File: src/rtl/ccs_pkg.sv
package ccs_pkg;

    typedef enum logic [1:0] {
        DRV_TOGGLE = 2'b00,
        DRV_HI_X2  = 2'b01,
        DRV_HI_X6  = 2'b10,
        DRV_OFF    = 2'b11
    } drv_code_t;

    typedef enum logic [2:0] {
        PS_RUN    = 3'd0,
        PS_HALT   = 3'd1,
        PS_PDOWN  = 3'd2,
        PS_WAKE   = 3'd3,
        PS_RESYNC = 3'd4
    } pair_state_t;

endpackage

File: src/rtl/ccs_req_filter.sv
// Shift register over an active-low request. Either the last stage is used
// (synchronizer) or all stages must agree (consecutive-sample qualifier).
module ccs_req_filter #(
    parameter int STAGES      = 2,
    parameter bit REQUIRE_ALL = 1'b0
) (
    input  logic clk,
    input  logic rst_n,
    input  logic req_n,
    output logic req_act
);

    logic [STAGES-1:0] hist_q;

    always_ff @(posedge clk or negedge rst_n) begin
        if (!rst_n) hist_q <= '0;
        else        hist_q <= {hist_q[STAGES-2:0], ~req_n};
    end

    generate
        if (REQUIRE_ALL) begin : g_all
            always_comb req_act = &hist_q;
        end else begin : g_last
            always_comb req_act = hist_q[STAGES-1];
        end
    endgenerate

endmodule

File: src/rtl/ccs_pair_fsm.sv
module ccs_pair_fsm
    import ccs_pkg::*;
#(
    parameter int RESUME_CYC = 2
) (
    input  logic       clk,
    input  logic       rst_n,
    input  logic       phase,
    input  logic       stop_act,
    input  logic       pdn_act,
    input  logic       stop_float,
    input  logic       pdn_float,
    input  logic       free_run,
    output logic [1:0] true_code,
    output logic [1:0] comp_code
);

    localparam int          CNT_W = (RESUME_CYC > 2) ? $clog2(RESUME_CYC) : 1;
    localparam logic [CNT_W-1:0] LOAD = CNT_W'(RESUME_CYC - 1);

    pair_state_t      state_q, state_d;
    logic [CNT_W-1:0] cnt_q, cnt_d;
    logic             halt_ok;

    assign halt_ok = stop_act && !free_run;

    // state register
    always_ff @(posedge clk or negedge rst_n) begin
        if (!rst_n) begin
            state_q <= PS_RUN;
            cnt_q   <= '0;
        end else begin
            state_q <= state_d;
            cnt_q   <= cnt_d;
        end
    end

    // next state
    always_comb begin
        state_d = state_q;
        cnt_d   = cnt_q;
        if (pdn_act) begin
            state_d = PS_PDOWN;                       // pdn_entry
        end else begin
            unique case (state_q)
                PS_RUN: begin
                    if (halt_ok && phase) state_d = PS_HALT;   // halt_entry
                end
                PS_HALT: begin
                    if (!halt_ok) begin                       // halt_exit
                        if (stop_float) state_d = PS_WAKE;
                        else begin
                            state_d = PS_RESYNC;
                            cnt_d   = LOAD;
                        end
                    end
                end
                PS_PDOWN: begin                               // pdn_exit
                    if (halt_ok)        state_d = PS_HALT;
                    else if (pdn_float) state_d = PS_WAKE;
                    else begin
                        state_d = PS_RESYNC;
                        cnt_d   = LOAD;
                    end
                end
                PS_WAKE: begin
                    if (halt_ok) state_d = PS_HALT;           // restop
                    else begin
                        state_d = PS_RESYNC;                  // wake_done
                        cnt_d   = LOAD;
                    end
                end
                PS_RESYNC: begin
                    if (halt_ok)            state_d = PS_HALT; // restop
                    else if (cnt_q != '0)   cnt_d   = cnt_q - 1'b1;
                    else if (phase)         state_d = PS_RUN;  // resync_done
                end
                default: state_d = PS_RUN;
            endcase
        end
    end

    // outputs
    always_comb begin
        true_code = DRV_TOGGLE;
        comp_code = DRV_TOGGLE;
        unique case (state_q)
            PS_RUN: begin
                true_code = DRV_TOGGLE;
                comp_code = DRV_TOGGLE;
            end
            PS_HALT: begin
                true_code = stop_float ? DRV_OFF : DRV_HI_X6;
                comp_code = DRV_OFF;
            end
            PS_PDOWN: begin
                true_code = pdn_float ? DRV_OFF : DRV_HI_X2;
                comp_code = DRV_OFF;
            end
            PS_WAKE, PS_RESYNC: begin
                true_code = DRV_HI_X6;
                comp_code = DRV_OFF;
            end
            default: begin
                true_code = DRV_TOGGLE;
                comp_code = DRV_TOGGLE;
            end
        endcase
    end

endmodule

File: src/rtl/ccs_stop_ctrl.sv
module ccs_stop_ctrl #(
    parameter int NPAIR      = 3,
    parameter int RESUME_CYC = 2,
    parameter int SYNC_STG   = 2,
    parameter int PDN_SMP    = 2
) (
    input  logic               clk,
    input  logic               rst_n,
    input  logic               stop_req_n,
    input  logic               pdn_req_n,
    input  logic               stop_float,
    input  logic               pdn_float,
    input  logic [NPAIR-1:0]   free_run,
    output logic               ref_level,
    output logic [2*NPAIR-1:0] true_code,
    output logic [2*NPAIR-1:0] comp_code
);

    logic phase_q;
    logic stop_act;
    logic pdn_act;

    always_ff @(posedge clk or negedge rst_n) begin
        if (!rst_n) phase_q <= 1'b0;
        else        phase_q <= ~phase_q;
    end
    assign ref_level = phase_q;

    ccs_req_filter #(.STAGES(SYNC_STG), .REQUIRE_ALL(1'b0)) u_stop_sync (
        .clk(clk), .rst_n(rst_n), .req_n(stop_req_n), .req_act(stop_act)
    );

    ccs_req_filter #(.STAGES(PDN_SMP), .REQUIRE_ALL(1'b1)) u_pdn_qual (
        .clk(clk), .rst_n(rst_n), .req_n(pdn_req_n), .req_act(pdn_act)
    );

    generate
        for (genvar i = 0; i < NPAIR; i++) begin : g_pair
            ccs_pair_fsm #(.RESUME_CYC(RESUME_CYC)) u_fsm (
                .clk       (clk),
                .rst_n     (rst_n),
                .phase     (phase_q),
                .stop_act  (stop_act),
                .pdn_act   (pdn_act),
                .stop_float(stop_float),
                .pdn_float (pdn_float),
                .free_run  (free_run[i]),
                .true_code (true_code[2*i+1:2*i]),
                .comp_code (comp_code[2*i+1:2*i])
            );
        end
    endgenerate

endmodule

File: config.mk
export PLATFORM = sky130hd
export DESIGN_NAME = ccs_stop_ctrl
export DESIGN_NICKNAME = d
export VERILOG_FILES = /design/src/rtl/ccs_pkg.sv /design/src/rtl/ccs_req_filter.sv /design/src/rtl/ccs_pair_fsm.sv /design/src/rtl/ccs_stop_ctrl.sv
export SDC_FILE = /design/constraint.sdc
export NUM_CORES = 1
export LEC_CHECK = 0
export CAP_MARGIN = 20
export CELL_PAD_IN_SITES_DETAIL_PLACEMENT = 0
export CELL_PAD_IN_SITES_GLOBAL_PLACEMENT = 1
export CORE_ASPECT_RATIO = 1.75
export CORE_MARGIN = 4
export CORE_UTILIZATION = 40
export DETAILED_ROUTE_END_ITERATION = 12
export DONT_BUFFER_PORTS = 1
export PLACE_DENSITY = 0.71
export RECOVER_POWER = 25
export SYNTH_ARGS = -nofsm -noshare
export SYNTH_HDL_FRONTEND = slang
export SYNTH_HIERARCHICAL = 1
export SYNTH_SLANG_ARGS = --single-unit
File: constraint.sdc
create_clock -name clk -period 4.6 [get_ports clk]
set_clock_uncertainty 0.2 [all_clocks]
set_input_delay 0.46 -clock clk [delete_from_list [all_inputs] [get_ports clk]]
set_output_delay 0.46 -clock clk [all_outputs]
set_load 0.02 [all_outputs]
==> results.cfg, run 1 <==
[status]
outcome = finished, final reports clean

[global_route]
grt_max_degree = 18
grt_pass1_wl_mm = 4.55
antenna_found_initial = 0
grtUsageTotal = 0.153
grt_overflow = 0
grt_pass1_vias = 960

[yosys]
synth_top_area_frac = 0.356
synth_area_sq_mm = 0.00119
post-synth-top-count-cell = dfrtp_1
synth_ff_type = dfrtp_1
synth_nets = 147
seq_area_frac_synth = 0.356
yosys_warnings = 6
synth_cells = 138
ys_top_cells_by_count = dfrtp_1, a21oi_1, inv_1, nand2_1, nor2_1
synth_seq_cells = 17
synthArstFlopShare = 1.00
synthTopCellsByArea = dfrtp_1, a21oi_1, nand2b_1, inv_1, nand2_1
synth_edf_count = 0
synth_top_area_cell = dfrtp_1
syn_avg_cell_area_sq_um = 8.65
synth_cell_types = 47

[cts]
h-tree-depth = 1
cts-root-buf = clkbuf_8
cts_setup_buffers = 0
cts_tree = built
ctsResizeCount = 0
cts.clk_slew.worst_paths_ns = 0.07
cts_num_sinks = 17
cts-buffers-inserted = 3
clock_latency_ns = 0.26
clk_path_buf_depth = 2

[power]
pwr-share-seq = 0.353
intPower_w = 0.000388
leakage_nw = 0.516
clock_power_share = 0.147
p_sw_w = 0.000395
power_density_mw_per_mm2 = 644
ir_drop_uv = 314
switching_share = 0.504
p_comb_frac = 0.500

[drt]
vias = 1005
drt-pass1-iter-count = 5
wl_per_cell_um = 17.5
ant_nets = 0
viasPerCell = 6.20
routed_wl_mm = 2.83
drtIter0Drc = 27
drc_errors = 0

[min_path]
hold_path_class = primary input to flip-flop

[placement]
placedCellCount = 157
place_ws_ns = 2.58
place.port_buffers = 0
place_hpwl_mm = 2.16
globalplace.congestion = 0.869

[worst_setup_path]
crit_type = flip-flop to output port
crit_start = g_pair[1].u_fsm/state_q[0]
end_kind = output port
ff2ff_path_depth = 4
crit_arrival_ns = 1.65
critPathLaunchType = flip-flop
reg2reg_from = ref_level
r2r_end = g_pair[0].u_fsm/state_q[0]
r2r_slack_ns = 2.68
crit_path_max_incr_delay_ns = 0.72
required_ns = 3.94
path_cells = nor2_2 -> xnor2_1
crit_path_max_fanout = 10
crit_end = comp_code[2]
cp_slowest_cell = xnor2_1

[sta]
finalHoldViolCount = 0
finalSetupViolCount = 0
fmax_mhz = 432
whs_ns = 0.0481
setup_slack_ns = 2.29
min_period_ns = 2.31
slew_headroom = 0.395
tightest_slew_ns = 0.901
drv_slew = 0
timing.final.crit_share = 0.503
rsz0062_at_grt = false
setup_tns_ns = 0

[job]
max_cap_violations = 0

[finish]
fin_cells = 162
syn2layout_area_growth_pct = 1.89
antennaDiodeCount = 0
drive_above_1_share = 0.104
nNetsFinal = 144

[die]
die_area_sq_mm = 0.00396
num_io_pins = 22
core_region_area_sq_mm = 0.00290
start_util = 0.412
rows = 26
die_y_um = 80.3
die_x_um = 49.3
==> per-layer routing <==
layer,GRT usage,part of all wire
met1,0.148,0.38
met2,0.292,0.55
met3,0.0297,0.043
met4,0.0883,0.028
met5,0,0
==> layout make-up <==
| class | instances | area (sq um) |
|---|---|---|
| Inverter | 12 | 45.0 |
| Timing Repair Buffer | 1 | 10.0 |
| Fill cell | 297 | 1680 |
| Clock inverter | 1 | 7.51 |
| Multi-Input combinational cell | 100 | 652 |
| Clock buffer | 3 | 41.3 |
| Tap cell | 28 | 35.0 |
| Sequential cell | 17 | 425 |
==> power by group through the flow <==
stage	sequential, W	clock, W	combinational [W]
finish	0.000276	0.000115	0.000391
global route	0.000286	0.000126	0.000428
CTS	0.000274	0.000119	0.000396
detailed placement	0.000277	0	0.000390
global placement	0.000273	0	0.000387
floorplan	0.000220	0	0.000448
==> cell usage in the layout (no fill, tap or decap), types with 2 or more instances in the layout <==
master    Yosys  layout
o21ai_1       3       3
a21o_1        3       3
a21oi_1      15      15
nand2b_1      7       7
nand4_1       2       2
nor2b_1       5       5
nand2b_4      2       2
nor3_1        2       2
clkbuf_8      0       3
a211o_1       2       2
dfrtp_1      17      17
nand3_1       4       4
nor2_1        9       9
o41ai_1       2       2
xnor2_1       3       3
o21ai_0       4       4
inv_1        11      11
o22ai_1       2       2
nand2_1      10      10
==> flip-flops by register name, summed over array words and instances (netlist names) <==
name,cells
g_pair.u_fsm/cnt_q,3
g_pair.u_fsm/state_q,9
u_pdn_qual/hist_q,2
u_stop_sync/hist_q,2
ref_level,1
==> cells by family after synthesis <==
group           synth area share
buf+inv                   0.0975
simple gates               0.262
flops                      0.356
xor+xnor                  0.0220
compound gates             0.262
==> stage by stage <==
stage / util / area (sq um) / total power [W]
floorplan: - / 1190 / 0.000668
global placement: 0.400 / 1160 / 0.000660
detailed placement: 0.400 / 1160 / 0.000668
CTS: 0.420 / 1220 / 0.000789
global route: 0.420 / 1220 / 0.000840
finish: 0.420 / 1220 / 0.000783
==> worst max-delay path, delay by kind of cell, from the launching register on <==
kind | cells | cell delay, ns
AND/OR/NAND/NOR | 1 | 0.12
XOR/XNOR | 1 | 0.72
flip-flops | 1 | 0.56
==> how the worst min path moves through the flow <==
stage                          from                     to  cells after the start
after floorplan               rst_n  g_pair[0].u_fsm/cnt_q                      0
after global placement        rst_n  g_pair[0].u_fsm/cnt_q                      0
after detailed placement      rst_n  g_pair[0].u_fsm/cnt_q                      0
after CTS                 pdn_req_n   u_pdn_qual/hist_q[0]                      1
after global routing      pdn_req_n   u_pdn_qual/hist_q[0]                      1
final                     pdn_req_n   u_pdn_qual/hist_q[0]                      1
==> what timing repair did <==
item | CTS | global route
hold endpoints to repair | 17 | 0
endpoints found under the setup margin | 0 | 0
hold buffers | 1 | 0
(Power assumes the default switching activity.)
==> run 2, diff against run 1 <==
Settings changed: ABC_AREA set to 1, CORE_UTILIZATION 40 to 39, PLACE_DENSITY 0.71 to 0.76.
Clock period 4.6 ns to 2.1 ns, I/O delays scaled along.
==> run 2 against run 1 <==
Net effect:
- critical path type unchanged
- clock power rose by 120%
- flip-flop and latch count did not move
- hold slack got worse by 0.039 ns
- global-route usage fell by 0.36 points
- area after synthesis rose by 6.6%
==> results.cfg, run 2 <==
[status]
outcome = finished, final reports clean

[placement]
place_ws_ns = 0.489
placedCellCount = 241
globalplace.congestion = 0.817
place_hpwl_mm = 2.28
dpl_cell_area_sq_mm = 0.00133
place.port_buffers = 0

[yosys]
syn_avg_cell_area_sq_um = 6.43
synth_cell_types = 17
synthArstFlopShare = 1.00
yosys_warnings = 6
synth_cells = 198
synth_ff_type = dfrtp_1
synth_area_sq_mm = 0.00127
ys_top_cells_by_count = nand2_1, inv_1, nor2_1, nand3_1, dfrtp_1
synth_top_area_cell = dfrtp_1
post-synth-top-count-cell = nand2_1
synth_edf_count = 0
synth_top_area_frac = 0.334
synth_nets = 207
seq_area_frac_synth = 0.334
synthTopCellsByArea = dfrtp_1, nand2_1, inv_1, nand3_1, nor2_1
synth_seq_cells = 17

[worst_setup_path]
cp_slowest_cell = dfrtp_1
end_kind = output port
reg2reg_from = g_pair[1].u_fsm/state_q[2]
path_cells = nor2_2 -> nand2_2 -> nand2_1 -> nor2_2 -> inv_1
crit_type = flip-flop to output port
critPathTopFamily = flip-flops
required_ns = 1.69
crit_path_max_incr_delay_ns = 0.43
crit_start = g_pair[0].u_fsm/state_q[0]
critPathLaunchType = flip-flop
crit_path_frequent_cell = nor2_2
crit_path_max_fanout = 5
crit_arrival_ns = 1.40
crit_buf_inv = 1

[cts]
cts-buffers-inserted = 3
cts_tree = built
holdBufCountCts = 5
ctsResizeCount = 0
cts_num_sinks = 17
cts_setup_buffers = 0
cts-root-buf = clkbuf_8
h-tree-depth = 1
clk_path_buf_depth = 2
clock_latency_ns = 0.26
cts.clk_slew.worst_paths_ns = 0.07

[finish]
multi_input_area_sq_um = 682
top_register = g_pair.u_fsm/state_q
layout_commonest_cell = nand2_1
filler_cell_count = 356
fin_area_sq_mm = 0.00142
seq_area_sq_um = 425
syn2layout_area_growth_pct = 11.8
antennaDiodeCount = 0
mostFrequentLayoutCells = nand2_1, inv_1, nor2_1
largest_register_ffs = 9
nNetsFinal = 217
fin_cells = 250
top_regs = g_pair.u_fsm/state_q x9, g_pair.u_fsm/cnt_q x3
drive_above_1_share = 0.174

[power]
p_sw_w = 0.000916
leakage_nw = 0.832
p_comb_frac = 0.556
intPower_w = 0.000863
switching_share = 0.515
clock_power_share = 0.140
ir_drop_uv = 570
pwr-share-seq = 0.305
power_density_mw_per_mm2 = 1250

[global_route]
antenna_found_initial = 0
grt_overflow = 0
grt_pass1_vias = 1215
grtUsageTotal = 0.149
grt_max_degree = 18
grt_pass1_wl_mm = 4.98

[min_path]
hold_path_class = primary input to flip-flop
min_from = free_run[2]

[sta]
slew_headroom = 0.480
finalSetupViolCount = 0
drv_slew = 0
timing.final.crit_share = 0.861
rsz0062_at_grt = false
min_period_ns = 1.81
setup_slack_ns = 0.292
setup_tns_ns = 0
finalHoldViolCount = 0
tightest_slew_ns = 0.777
fmax_mhz = 553

[drt]
wl_per_cell_um = 11.1
ant_nets = 0
viasPerCell = 4.76
routed_wl_mm = 2.79
drc_errors = 0
vias = 1191
drtIter0Drc = 37
drt-pass1-iter-count = 4

[job]
max_cap_violations = 0

[die]
num_io_pins = 22
die_x_um = 51.2
die_area_sq_mm = 0.00428
core_region_area_sq_mm = 0.00314
die_y_um = 83.6
rows = 27
start_util = 0.405
[run 2: cell types whose count changed after synthesis, moves of 5 or more]
cell,delta
nand2_1,+46
inv_1,+20
nand3_1,+16
a21oi_1,-15
nor2_1,+15
nor2_2,+8
nand2b_1,-7
inv_2,+6
nand2_2,+5
nor2_4,+5
nor2b_1,-5
o21ai_0,+5
[run 2: power by group through the flow]
stage / registers [W] / clock network, W / logic [W]
floorplan: 0.000523 / 0 / 0.000866
global placement: 0.000543 / 0 / 0.000971
detailed placement: 0.000549 / 0 / 0.000980
CTS: 0.000542 / 0.000257 / 0.000999
global route: 0.000556 / 0.000275 / 0.00112
finish: 0.000542 / 0.000248 / 0.000988
[run 2: kinds of logic (layout without fill, tap and decap cells)]
group	Yosys count	count (layout)	share of synthesized area
buffers and inverters	41	50	0.130
and+or+nand+nor	126	126	0.472
AOI/OAI and AO/OA	14	14	0.0639
DFF	17	17	0.334
[run 2: area by class of cell]
type                            instances  area share
Multi-Input combinational cell        140       0.479
Sequential cell                        17       0.299
Inverter                               38       0.100
Timing Repair Buffer                    8      0.0510
Tap cell                               43      0.0378
Clock buffer                            3      0.0290
Clock inverter                          1     0.00352
[run 2: worst paths after layout]
path	endpoint	slack [ns]	cells past startpoint
setup / recovery	comp_code[1]	0.29	5
hold / removal	g_pair[2].u_fsm/state_q[0]	0.009	3
setup reg to reg	g_pair[1].u_fsm/cnt_q	0.47	8
hold reg to reg	u_stop_sync/hist_q[1]	0.15	0
max in group asynchronous	g_pair[2].u_fsm/cnt_q	0.94	1
min in group asynchronous	g_pair[0].u_fsm/cnt_q	0.27	1
[run 2: through the flow]
step	util	power, W	hold WS, ns
2_1_floorplan	-	0.00139	-0.286
3_3_place_gp	0.422	0.00151	-0.285
3_5_place_dp	0.422	0.00153	-0.285
4_1_cts	0.453	0.00180	0.00481
5_1_grt	0.453	0.00195	0.0162
6_report	0.453	0.00178	0.00922
[run 2: layer usage]
metal | track usage | wire [um] | vias to the layer above
met1 | 0.149 | 1070 | 532
li1 | - | - | 623
met4 | 0.0833 | 85 | 0
met5 | 0 | 0 | -
met2 | 0.275 | 1500 | 29
met3 | 0.0268 | 128 | 7
[run 2: worst register-to-register path, cell delays in order (launching register included)]
cell	delay (ns)
dfrtp_1	0.44
nor2_1	0.24
nand2_1	0.12
nand3_2	0.21
nand2_1	0.08
inv_1	0.07
nand2_1	0.05
nand2_1	0.06
nand2_1	0.05
